### src/rtl/oid_mem_pkg.sv
package oid_mem_pkg;

  localparam int CID_W  = 4;
  localparam int OBJN_W = 8;
  localparam int OID_W  = CID_W + OBJN_W;
  localparam int FLD_W  = 8;
  localparam int MAX_CLS = 16;

  typedef struct packed {
    logic [CID_W-1:0]  cid;
    logic [OBJN_W-1:0] objn;
  } oid_t;

  // Sum of capacity x attribute count over classes [0, upto).
  function automatic int unsigned region_sum(
    input logic [MAX_CLS*FLD_W-1:0] cap_v,
    input logic [MAX_CLS*FLD_W-1:0] att_v,
    input int                       upto
  );
    int unsigned s;
    s = 0;
    for (int k = 0; k < upto; k++) begin
      s += int'(cap_v[k*FLD_W +: FLD_W]) * int'(att_v[k*FLD_W +: FLD_W]);
    end
    return s;
  endfunction

endpackage

### src/rtl/oid_alloc.sv
module oid_alloc
  import oid_mem_pkg::*;
#(
  parameter int                     NCLS    = 4,
  parameter int                     CNT_W   = OBJN_W + 1,
  parameter logic [NCLS*FLD_W-1:0]  CAP_VEC = '0
) (
  input  logic                  clk,
  input  logic                  rst_n,
  input  logic                  req,
  input  logic [CID_W-1:0]      cid,
  output logic                  ok_q,
  output logic                  fail_q,
  output oid_t                  oid_q,
  output logic [NCLS*CNT_W-1:0] cnt_flat
);

  logic [CNT_W-1:0] cnt_q [NCLS];
  logic [CNT_W-1:0] cnt_d [NCLS];
  logic             ok_d;
  logic             fail_d;
  oid_t             oid_d;

  // next-state
  always_comb begin
    logic hit;
    hit    = 1'b0;
    ok_d   = 1'b0;
    fail_d = 1'b0;
    oid_d  = oid_q;
    for (int c = 0; c < NCLS; c++) begin
      cnt_d[c] = cnt_q[c];
    end
    if (req) begin
      for (int c = 0; c < NCLS; c++) begin
        if (cid == CID_W'(c)) begin
          hit = 1'b1;
          if (cnt_q[c] < CNT_W'(CAP_VEC[c*FLD_W +: FLD_W])) begin
            ok_d       = 1'b1;
            oid_d.cid  = cid;
            oid_d.objn = cnt_q[c][OBJN_W-1:0];
            cnt_d[c]   = cnt_q[c] + CNT_W'(1);
          end else begin
            fail_d = 1'b1;
          end
        end
      end
      if (!hit) begin
        fail_d = 1'b1;
      end
    end
  end

  // registers
  always_ff @(posedge clk or negedge rst_n) begin
    if (!rst_n) begin
      for (int c = 0; c < NCLS; c++) begin
        cnt_q[c] <= '0;
      end
      ok_q   <= 1'b0;
      fail_q <= 1'b0;
      oid_q  <= '0;
    end else begin
      for (int c = 0; c < NCLS; c++) begin
        cnt_q[c] <= cnt_d[c];
      end
      ok_q   <= ok_d;
      fail_q <= fail_d;
      if (req) begin
        oid_q <= oid_d;
      end
    end
  end

  for (genvar g = 0; g < NCLS; g++) begin : g_cnt
    localparam logic [CNT_W-1:0] CAPG = CNT_W'(CAP_VEC[g*FLD_W +: FLD_W]);

    assign cnt_flat[g*CNT_W +: CNT_W] = cnt_q[g];

    a_r1_cnt_bound: assert property (@(posedge clk) disable iff (!rst_n)
      cnt_q[g] <= CAPG);

    a_r2_step_one: assert property (@(posedge clk) disable iff (!rst_n)
      (req && cid == CID_W'(g) && cnt_q[g] < CAPG)
        |=> (ok_q && cnt_q[g] == $past(cnt_q[g]) + CNT_W'(1)));

    a_r3_no_overflow: assert property (@(posedge clk) disable iff (!rst_n)
      (req && cid == CID_W'(g) && cnt_q[g] == CAPG)
        |=> (fail_q && $stable(cnt_q[g])));
  end

endmodule

### src/rtl/oid_xlate.sv
module oid_xlate
  import oid_mem_pkg::*;
#(
  parameter int                    NCLS     = 4,
  parameter int                    CNT_W    = OBJN_W + 1,
  parameter int                    IDX_W    = 8,
  parameter int                    AW       = 5,
  parameter int                    DEPTH    = 31,
  parameter logic [NCLS*FLD_W-1:0] CAP_VEC  = '0,
  parameter logic [NCLS*FLD_W-1:0] ATTR_VEC = '0
) (
  input  oid_t                  oid,
  input  logic [IDX_W-1:0]      idx,
  input  logic [NCLS*CNT_W-1:0] cnt_flat,
  output logic                  legal,
  output logic [AW-1:0]         addr
);

  logic [AW-1:0]    base_tab [NCLS];
  logic [FLD_W-1:0] attr_tab [NCLS];

  for (genvar g = 0; g < NCLS; g++) begin : g_tab
    localparam int unsigned BASE_G =
      region_sum((MAX_CLS*FLD_W)'(CAP_VEC), (MAX_CLS*FLD_W)'(ATTR_VEC), g);
    assign base_tab[g] = AW'(BASE_G);
    assign attr_tab[g] = ATTR_VEC[g*FLD_W +: FLD_W];
  end

  always_comb begin
    legal = 1'b0;
    addr  = '0;
    for (int c = 0; c < NCLS; c++) begin
      if (oid.cid == CID_W'(c)) begin
        if ((CNT_W'(oid.objn) < cnt_flat[c*CNT_W +: CNT_W]) &&
            (int'(idx) < int'(attr_tab[c]))) begin
          legal = 1'b1;
        end
        addr = base_tab[c] + AW'(oid.objn) * AW'(attr_tab[c]) + AW'(idx);
      end
    end
  end

  // a legal access must land inside the storage
  always_comb begin
    if (legal === 1'b1) begin
      a_r5_addr_in_range: assert (int'(addr) < DEPTH);
    end
  end

endmodule

### src/rtl/oid_store.sv
module oid_store #(
  parameter int DW    = 16,
  parameter int DEPTH = 31,
  parameter int AW    = 5
) (
  input  logic          clk,
  input  logic          we,
  input  logic [AW-1:0] waddr,
  input  logic [DW-1:0] wdata,
  input  logic          re,
  input  logic [AW-1:0] raddr,
  output logic [DW-1:0] rdata_q
);

  logic [DW-1:0] mem [DEPTH];

  always_ff @(posedge clk) begin
    if (we && int'(waddr) < DEPTH) begin
      mem[waddr] <= wdata;
    end
  end

  always_ff @(posedge clk) begin
    if (re && int'(raddr) < DEPTH) begin
      rdata_q <= mem[raddr];
    end
  end

endmodule

### src/rtl/oid_mem.sv
module oid_mem
  import oid_mem_pkg::*;
#(
  parameter int                           NUM_CLASSES  = 4,
  parameter int                           DATA_W       = 16,
  parameter int                           IDX_W        = 8,
  parameter logic [NUM_CLASSES*FLD_W-1:0] CLS_CAP      = {8'd5, 8'd2, 8'd3, 8'd4},
  parameter logic [NUM_CLASSES*FLD_W-1:0] CLS_ATTR_CNT = {8'd1, 8'd4, 8'd2, 8'd3}
) (
  input  logic              clk,
  input  logic              rst_n,
  input  logic              alloc_req,
  input  logic [3:0]        alloc_cid,
  output logic              alloc_ok,
  output logic              alloc_fail,
  output logic [11:0]       alloc_oid,
  input  logic              acc_req,
  input  logic              acc_we,
  input  logic [11:0]       acc_oid,
  input  logic [IDX_W-1:0]  acc_idx,
  input  logic [DATA_W-1:0] acc_wdata,
  output logic              acc_ack,
  output logic              acc_err,
  output logic [DATA_W-1:0] acc_rdata
);

  localparam int CNT_W = OBJN_W + 1;
  localparam int DEPTH_RAW = int'(region_sum((MAX_CLS*FLD_W)'(CLS_CAP),
                                             (MAX_CLS*FLD_W)'(CLS_ATTR_CNT),
                                             NUM_CLASSES));
  localparam int DEPTH = (DEPTH_RAW > 0) ? DEPTH_RAW : 1;
  localparam int AW    = (DEPTH > 1) ? $clog2(DEPTH) : 1;

  // reset: asserted asynchronously, released on the clock
  logic rst_s1_q;
  logic rst_int_n;

  always_ff @(posedge clk or negedge rst_n) begin
    if (!rst_n) begin
      rst_s1_q  <= 1'b0;
      rst_int_n <= 1'b0;
    end else begin
      rst_s1_q  <= 1'b1;
      rst_int_n <= rst_s1_q;
    end
  end

  logic [NUM_CLASSES*CNT_W-1:0] cnt_flat;
  oid_t                         new_oid;
  logic                         legal;
  logic [AW-1:0]                addr;
  logic                         mem_we;
  logic                         mem_re;
  logic                         ack_d;
  logic                         err_d;
  logic                         ack_q;
  logic                         err_q;

  oid_alloc #(
    .NCLS    (NUM_CLASSES),
    .CNT_W   (CNT_W),
    .CAP_VEC (CLS_CAP)
  ) u_alloc (
    .clk      (clk),
    .rst_n    (rst_int_n),
    .req      (alloc_req),
    .cid      (alloc_cid),
    .ok_q     (alloc_ok),
    .fail_q   (alloc_fail),
    .oid_q    (new_oid),
    .cnt_flat (cnt_flat)
  );

  assign alloc_oid = new_oid;

  oid_xlate #(
    .NCLS     (NUM_CLASSES),
    .CNT_W    (CNT_W),
    .IDX_W    (IDX_W),
    .AW       (AW),
    .DEPTH    (DEPTH),
    .CAP_VEC  (CLS_CAP),
    .ATTR_VEC (CLS_ATTR_CNT)
  ) u_xlate (
    .oid      (oid_t'(acc_oid)),
    .idx      (acc_idx),
    .cnt_flat (cnt_flat),
    .legal    (legal),
    .addr     (addr)
  );

  // next-state for the access response
  always_comb begin
    mem_we = acc_req && acc_we && legal;
    mem_re = acc_req && !acc_we && legal;
    ack_d  = acc_req && legal;
    err_d  = acc_req && !legal;
  end

  always_ff @(posedge clk or negedge rst_int_n) begin
    if (!rst_int_n) begin
      ack_q <= 1'b0;
      err_q <= 1'b0;
    end else begin
      ack_q <= ack_d;
      err_q <= err_d;
    end
  end

  oid_store #(
    .DW    (DATA_W),
    .DEPTH (DEPTH),
    .AW    (AW)
  ) u_store (
    .clk     (clk),
    .we      (mem_we),
    .waddr   (addr),
    .wdata   (acc_wdata),
    .re      (mem_re),
    .raddr   (addr),
    .rdata_q (acc_rdata)
  );

  assign acc_ack = ack_q;
  assign acc_err = err_q;

  a_r10_resp_excl: assert property (@(posedge clk) disable iff (!rst_int_n)
    !(acc_ack && acc_err));

  a_r10_resp_follows: assert property (@(posedge clk) disable iff (!rst_int_n)
    acc_req |=> (acc_ack || acc_err));

  a_r10_no_spurious: assert property (@(posedge clk) disable iff (!rst_int_n)
    !acc_req |=> !(acc_ack || acc_err));

  a_r2_alloc_excl: assert property (@(posedge clk) disable iff (!rst_int_n)
    !(alloc_ok && alloc_fail));

  a_r4_bad_class: assert property (@(posedge clk) disable iff (!rst_int_n)
    (alloc_req && int'(alloc_cid) >= NUM_CLASSES) |=> alloc_fail);

endmodule

### config.mk
export PLATFORM = sky130hd
export DESIGN_NAME = oid_mem
export DESIGN_NICKNAME = d
export VERILOG_FILES = /design/src/rtl/oid_mem_pkg.sv /design/src/rtl/oid_alloc.sv /design/src/rtl/oid_xlate.sv /design/src/rtl/oid_store.sv /design/src/rtl/oid_mem.sv
export SDC_FILE = /design/constraint.sdc
export NUM_CORES = 1
export LEC_CHECK = 0
export ABC_AREA = 1
export ABC_CLOCK_PERIOD_IN_PS = 2000
export BUFFER_PORTS_ARGS = -buffer_cell sky130_fd_sc_hd__buf_2
export CAP_MARGIN = 0
export CELL_PAD_IN_SITES_DETAIL_PLACEMENT = 0
export CELL_PAD_IN_SITES_GLOBAL_PLACEMENT = 1
export CORE_MARGIN = 5
export CORE_UTILIZATION = 45
export CTS_BUF_LIST = sky130_fd_sc_hd__clkbuf_8
export DETAILED_ROUTE_END_ITERATION = 8
export GPL_TIMING_DRIVEN = 0
export PLACE_DENSITY = 0.75
export SLEW_MARGIN = 20
export SYNTH_ARGS = -nofsm -noshare
export SYNTH_HDL_FRONTEND = slang
export SYNTH_SLANG_ARGS = --single-unit
### constraint.sdc
create_clock -name clk -period 2 [get_ports clk]
set_input_delay 0 -clock clk [delete_from_list [all_inputs] [get_ports clk]]
set_output_delay 0 -clock clk [all_outputs]
set_load 0.005 [all_outputs]
==> results.sh <==
export IMPL_cp_start_kind="flip-flop"
export IMPL_nets=2997
export IMPL_synth_edf_count=512
export IMPL_cts_buffers=94
export IMPL_setup_slack_ns=-0.6830
export IMPL_slew_violations=0
export IMPL_worstSetupPathType="flip-flop to flip-flop"
export IMPL_outcome="complete, but fails checks"
export IMPL_vias_per_cell=5.149
export IMPL_finish_utilization_pct=54.69
export IMPL_via_count=19190
export IMPL_grt_max_degree=53
export IMPL_dieHeight_um=248.9
export IMPL_gp_congestion=0.8743
export IMPL_synth_top_cell_by_area="edfxtp_1"
export IMPL_grt_overflow_total=0
export IMPL_placed_area_sq_um=27270
export IMPL_synth_cells=2622
export IMPL_worstPathCellList="inv_2 > ha_4 > a21oi_4 > o21ai_2 > nand2_1 > nand4_1 > o221ai_4 > buf_4 > nand4_4 > buf_12 > nor2_4 > clkbuf_16"
export IMPL_vdd_drop_max_v=0.0004683
export IMPL_synth_seq_area_share_pct=65.15
export IMPL_holdWs_ns=0.01684
export IMPL_finalHoldViolCount=0
export IMPL_first_pass_iters=8
export IMPL_yosysWarnings=0
export IMPL_grt_pass1_vias=19200
export IMPL_power_leakage_uw=0.01324
export IMPL_tritoncts="done"
export IMPL_switching_share_pct=26.08
export IMPL_p_sw_uw=6628
export IMPL_grt_busiest_layer="met2"
export IMPL_hold_class="input port to flip-flop"
export IMPL_dp_hpwl_um=49470
export IMPL_detail_route_antenna_nets=0
export IMPL_synth_top_area_share_pct=59.88
export IMPL_violations="negative setup slack"
export IMPL_power_density_nw_per_um2=822.6
export IMPL_min_from="acc_oid[8]"
export IMPL_slowest_delay_ns=0.39
export IMPL_hold_depth=5
export IMPL_first_iter_violations=1559
export IMPL_die_area_sq_um=61930
export IMPL_cap_violations=0
export IMPL_wl_um=76320
export IMPL_p_clk_share_pct=38.2
export IMPL_place_ws_ns=-2.662
export IMPL_io_pins=77
export IMPL_met1_usage_pct=33.80
export IMPL_grt_usage_pct=24.15
export IMPL_io_buffers=75
export IMPL_synth_fp_nets=2723
export IMPL_fin_tns_setup_ns=-296.71
export IMPL_postSynth_topFlopCell="edfxtp_1"
export IMPL_use_met2_pct=38.78
export IMPL_finClkSkew_ns=0.04268
export IMPL_rsz0062_at_grt="yes"
export IMPL_cp_max_fo=8
export IMPL_drc=0
export IMPL_synth_cell_types=38
export IMPL_reg2regPathDepth=12
export IMPL_cts_sinks=566
export IMPL_root_buffer="clkbuf_8"
export IMPL_syn_to_final_growth_pct=20.34
export IMPL_cts_clk_slew_worst_paths_ns=0.06
export IMPL_seqPwrFrac_pct=51.0
export IMPL_cts_max_level=3
export IMPL_finalSetupViolCount=529
export IMPL_fillers=4912
export IMPL_reg2reg_to="u_store.mem[4][2]"
export IMPL_num_rows=87
export IMPL_fin_area_sq_um=30900
export IMPL_async_reset_ff_share_pct=9.541
export IMPL_grt_use_met3_pct=3.748
export IMPL_period_share_pct=134.2
export IMPL_relSlewSlack_pct=41.62
export IMPL_worst_pin_slew_ns=0.8756
export IMPL_clock_latency_ns=0.69
export IMPL_critPathTopFamily="buffers and inverters"
export IMPL_period_needed_ns=2.683
export IMPL_antenna_found_initial=2
export IMPL_core_area_sq_um=56500
export IMPL_grt_pass1_wl_um=114600
export IMPL_p_comb_share_pct=10.9
export IMPL_postSynthRegisterBits=566
export IMPL_synth_area_leaders="edfxtp_1 (60%), nand2_1 (19%), dfrtp_1 (5.3%)"
export IMPL_worstSetupEndpointType="flip-flop"
export IMPL_hold_path_end="acc_err"
export IMPL_path_buf_inv=4
export IMPL_cp_num_cells=12
export IMPL_arrival_ns=3.06
export IMPL_syn_area_sq_um=25670
export IMPL_die_w_um=248.9
export IMPL_regToRegSetupSlack_ns=-0.68
export IMPL_drive_gt1_share_pct=15.60
export IMPL_start_util_pct=45.45
export IMPL_routedWlPerCell_um=20.48
export IMPL_syn_mean_instance_area_sq_um=9.792
export IMPL_clk_path_buf_depth=3
export IMPL_power_internal_uw=18790
export IMPL_slowest_stage="dfrtp_1"
export IMPL_rr_startpoint="u_alloc.cnt_flat[31]"
export IMPL_max_freq_mhz=372.7
export IMPL_required_ns=2.38
==> flip-flops by register name (all words and copies together) (netlist names) <==
register / count
rst_s1_q: 1
u_alloc.cnt_flat: 36
u_store.rdata_q: 16
rst_int_n: 1
u_store.mem: 496
u_alloc.ok_q: 1
u_alloc.oid_q: 12
u_alloc.fail_q: 1
acc_ack: 1
acc_err: 1
==> cells in the mapped netlist (all sizes together) (2+ instances only) <==
| cell type | instances |
|---|---|
| nand2 | 1318 |
| edfxtp | 512 |
| nand3 | 270 |
| inv | 103 |
| buf | 98 |
| nor2 | 75 |
| clkbuf | 58 |
| dfrtp | 54 |
| ha | 49 |
| a21oi | 18 |
| o21ai | 13 |
| nand4 | 12 |
| nor3 | 8 |
| fa | 7 |
| xor2 | 6 |
| xnor2 | 4 |
| o211ai | 3 |
| a21boi | 2 |
| nor4 | 2 |
==> placed cells by master, fill, tap and decap left out, drive strengths merged, types with 3 or more instances in the layout <==
cell type       n
clkinv         26
clkbuf        155
nand2        1318
bufinv          5
nand4          12
nand3         270
dfrtp          54
inv           143
o211ai          3
xnor2           4
nor3            8
nor2           75
edfxtp        512
ha             49
o21ai          13
buf           247
xor2            6
dlygate4sd3    27
fa              7
a21oi          18
==> worst min-delay path: cells and delay by family <==
kind / cells / cell delay (ns)
simple gates: 2 / 0.19
compound gates: 1 / 0.18
buf+inv: 2 / 0.28
==> power by group through the flow <==
| stage | Clock, uW | Sequential (uW) | Combinational (uW) |
|---|---|---|---|
| 6_report | 9710 | 13000 | 2760 |
| 5_1_grt | 10500 | 12900 | 3040 |
| 4_1_cts | 9880 | 13000 | 2720 |
| 3_5_place_dp | 0 | 13200 | 2590 |
| 3_3_place_gp | 0 | 13200 | 2560 |
| 2_1_floorplan | 0 | 13200 | 1540 |
==> cells by family (layout without fill, tap and decap cells) <==
| logic type | count (synthesis) | after routing | share of synthesized area [%] |
|---|---|---|---|
| other cells | 1 | 3 | 0.01461 |
| compound gates | 42 | 42 | 0.9893 |
| flops | 566 | 566 | 65.15 |
| xor+xnor | 10 | 10 | 0.3411 |
| buf+inv | 259 | 605 | 4.264 |
| simple gates | 1688 | 1688 | 26.31 |
| fa+ha+maj | 56 | 56 | 2.934 |
==> worst max-delay path by stage <==
| stage | start | endpoint |
|---|---|---|
| after floorplan | acc_oid[0] | u_store.mem[10][0] |
| after global placement | acc_oid[11] | u_store.mem[9][9] |
| after detailed placement | acc_oid[0] | u_store.mem[5][7] |
| after CTS | u_alloc.cnt_flat[31] | u_store.mem[26][1] |
| after global routing | u_alloc.cnt_flat[31] | u_store.mem[6][2] |
| final | u_alloc.cnt_flat[31] | u_store.mem[4][2] |
==> layer usage <==
layer	vias to the layer above	routed length [um]	part of all wire [%]
met5	-	0	0
met2	713	35230	46
met3	108	5766	7.6
li1	9195	-	-
met1	9169	32960	43
met4	0	2375	3.1
==> through the flow <==
| step | total power [uW] | cells |
|---|---|---|
| 2_1_floorplan | 14730 | 2622 |
| 3_3_place_gp | 15750 | 3453 |
| 3_5_place_dp | 15790 | 3453 |
| 4_1_cts | 25560 | 3720 |
| 5_1_grt | 26460 | 3725 |
| 6_report | 25420 | 3726 |
==> area by class of cell <==
| cell class | count | area [sq um] | share of cell area [%] |
|---|---|---|---|
| clock inverters | 73 | 446.7 | 1.446 |
| diodes | 2 | 5.005 | 0.01620 |
| repair buffers | 178 | 1879 | 6.083 |
| well taps | 756 | 945.9 | 3.062 |
| clock buffers | 95 | 1308 | 4.232 |
| flip-flops and latches | 566 | 16730 | 54.15 |
| plain buffers | 156 | 795.8 | 2.576 |
| inverters | 103 | 394.1 | 1.276 |
| multi-input cells | 1797 | 8392 | 27.16 |
==> timing repair <==
action / in CTS / in global routing
hold buffers: 27 / 0
endpoints found under the hold margin: 533 / 0
cloned: 1 / 2
resized for setup: 81 / 33
setup buffers: 71 / 9
pin swaps: 41 / 15
endpoints found under the setup margin: 535 / 546
(Power assumes the default switching activity.)
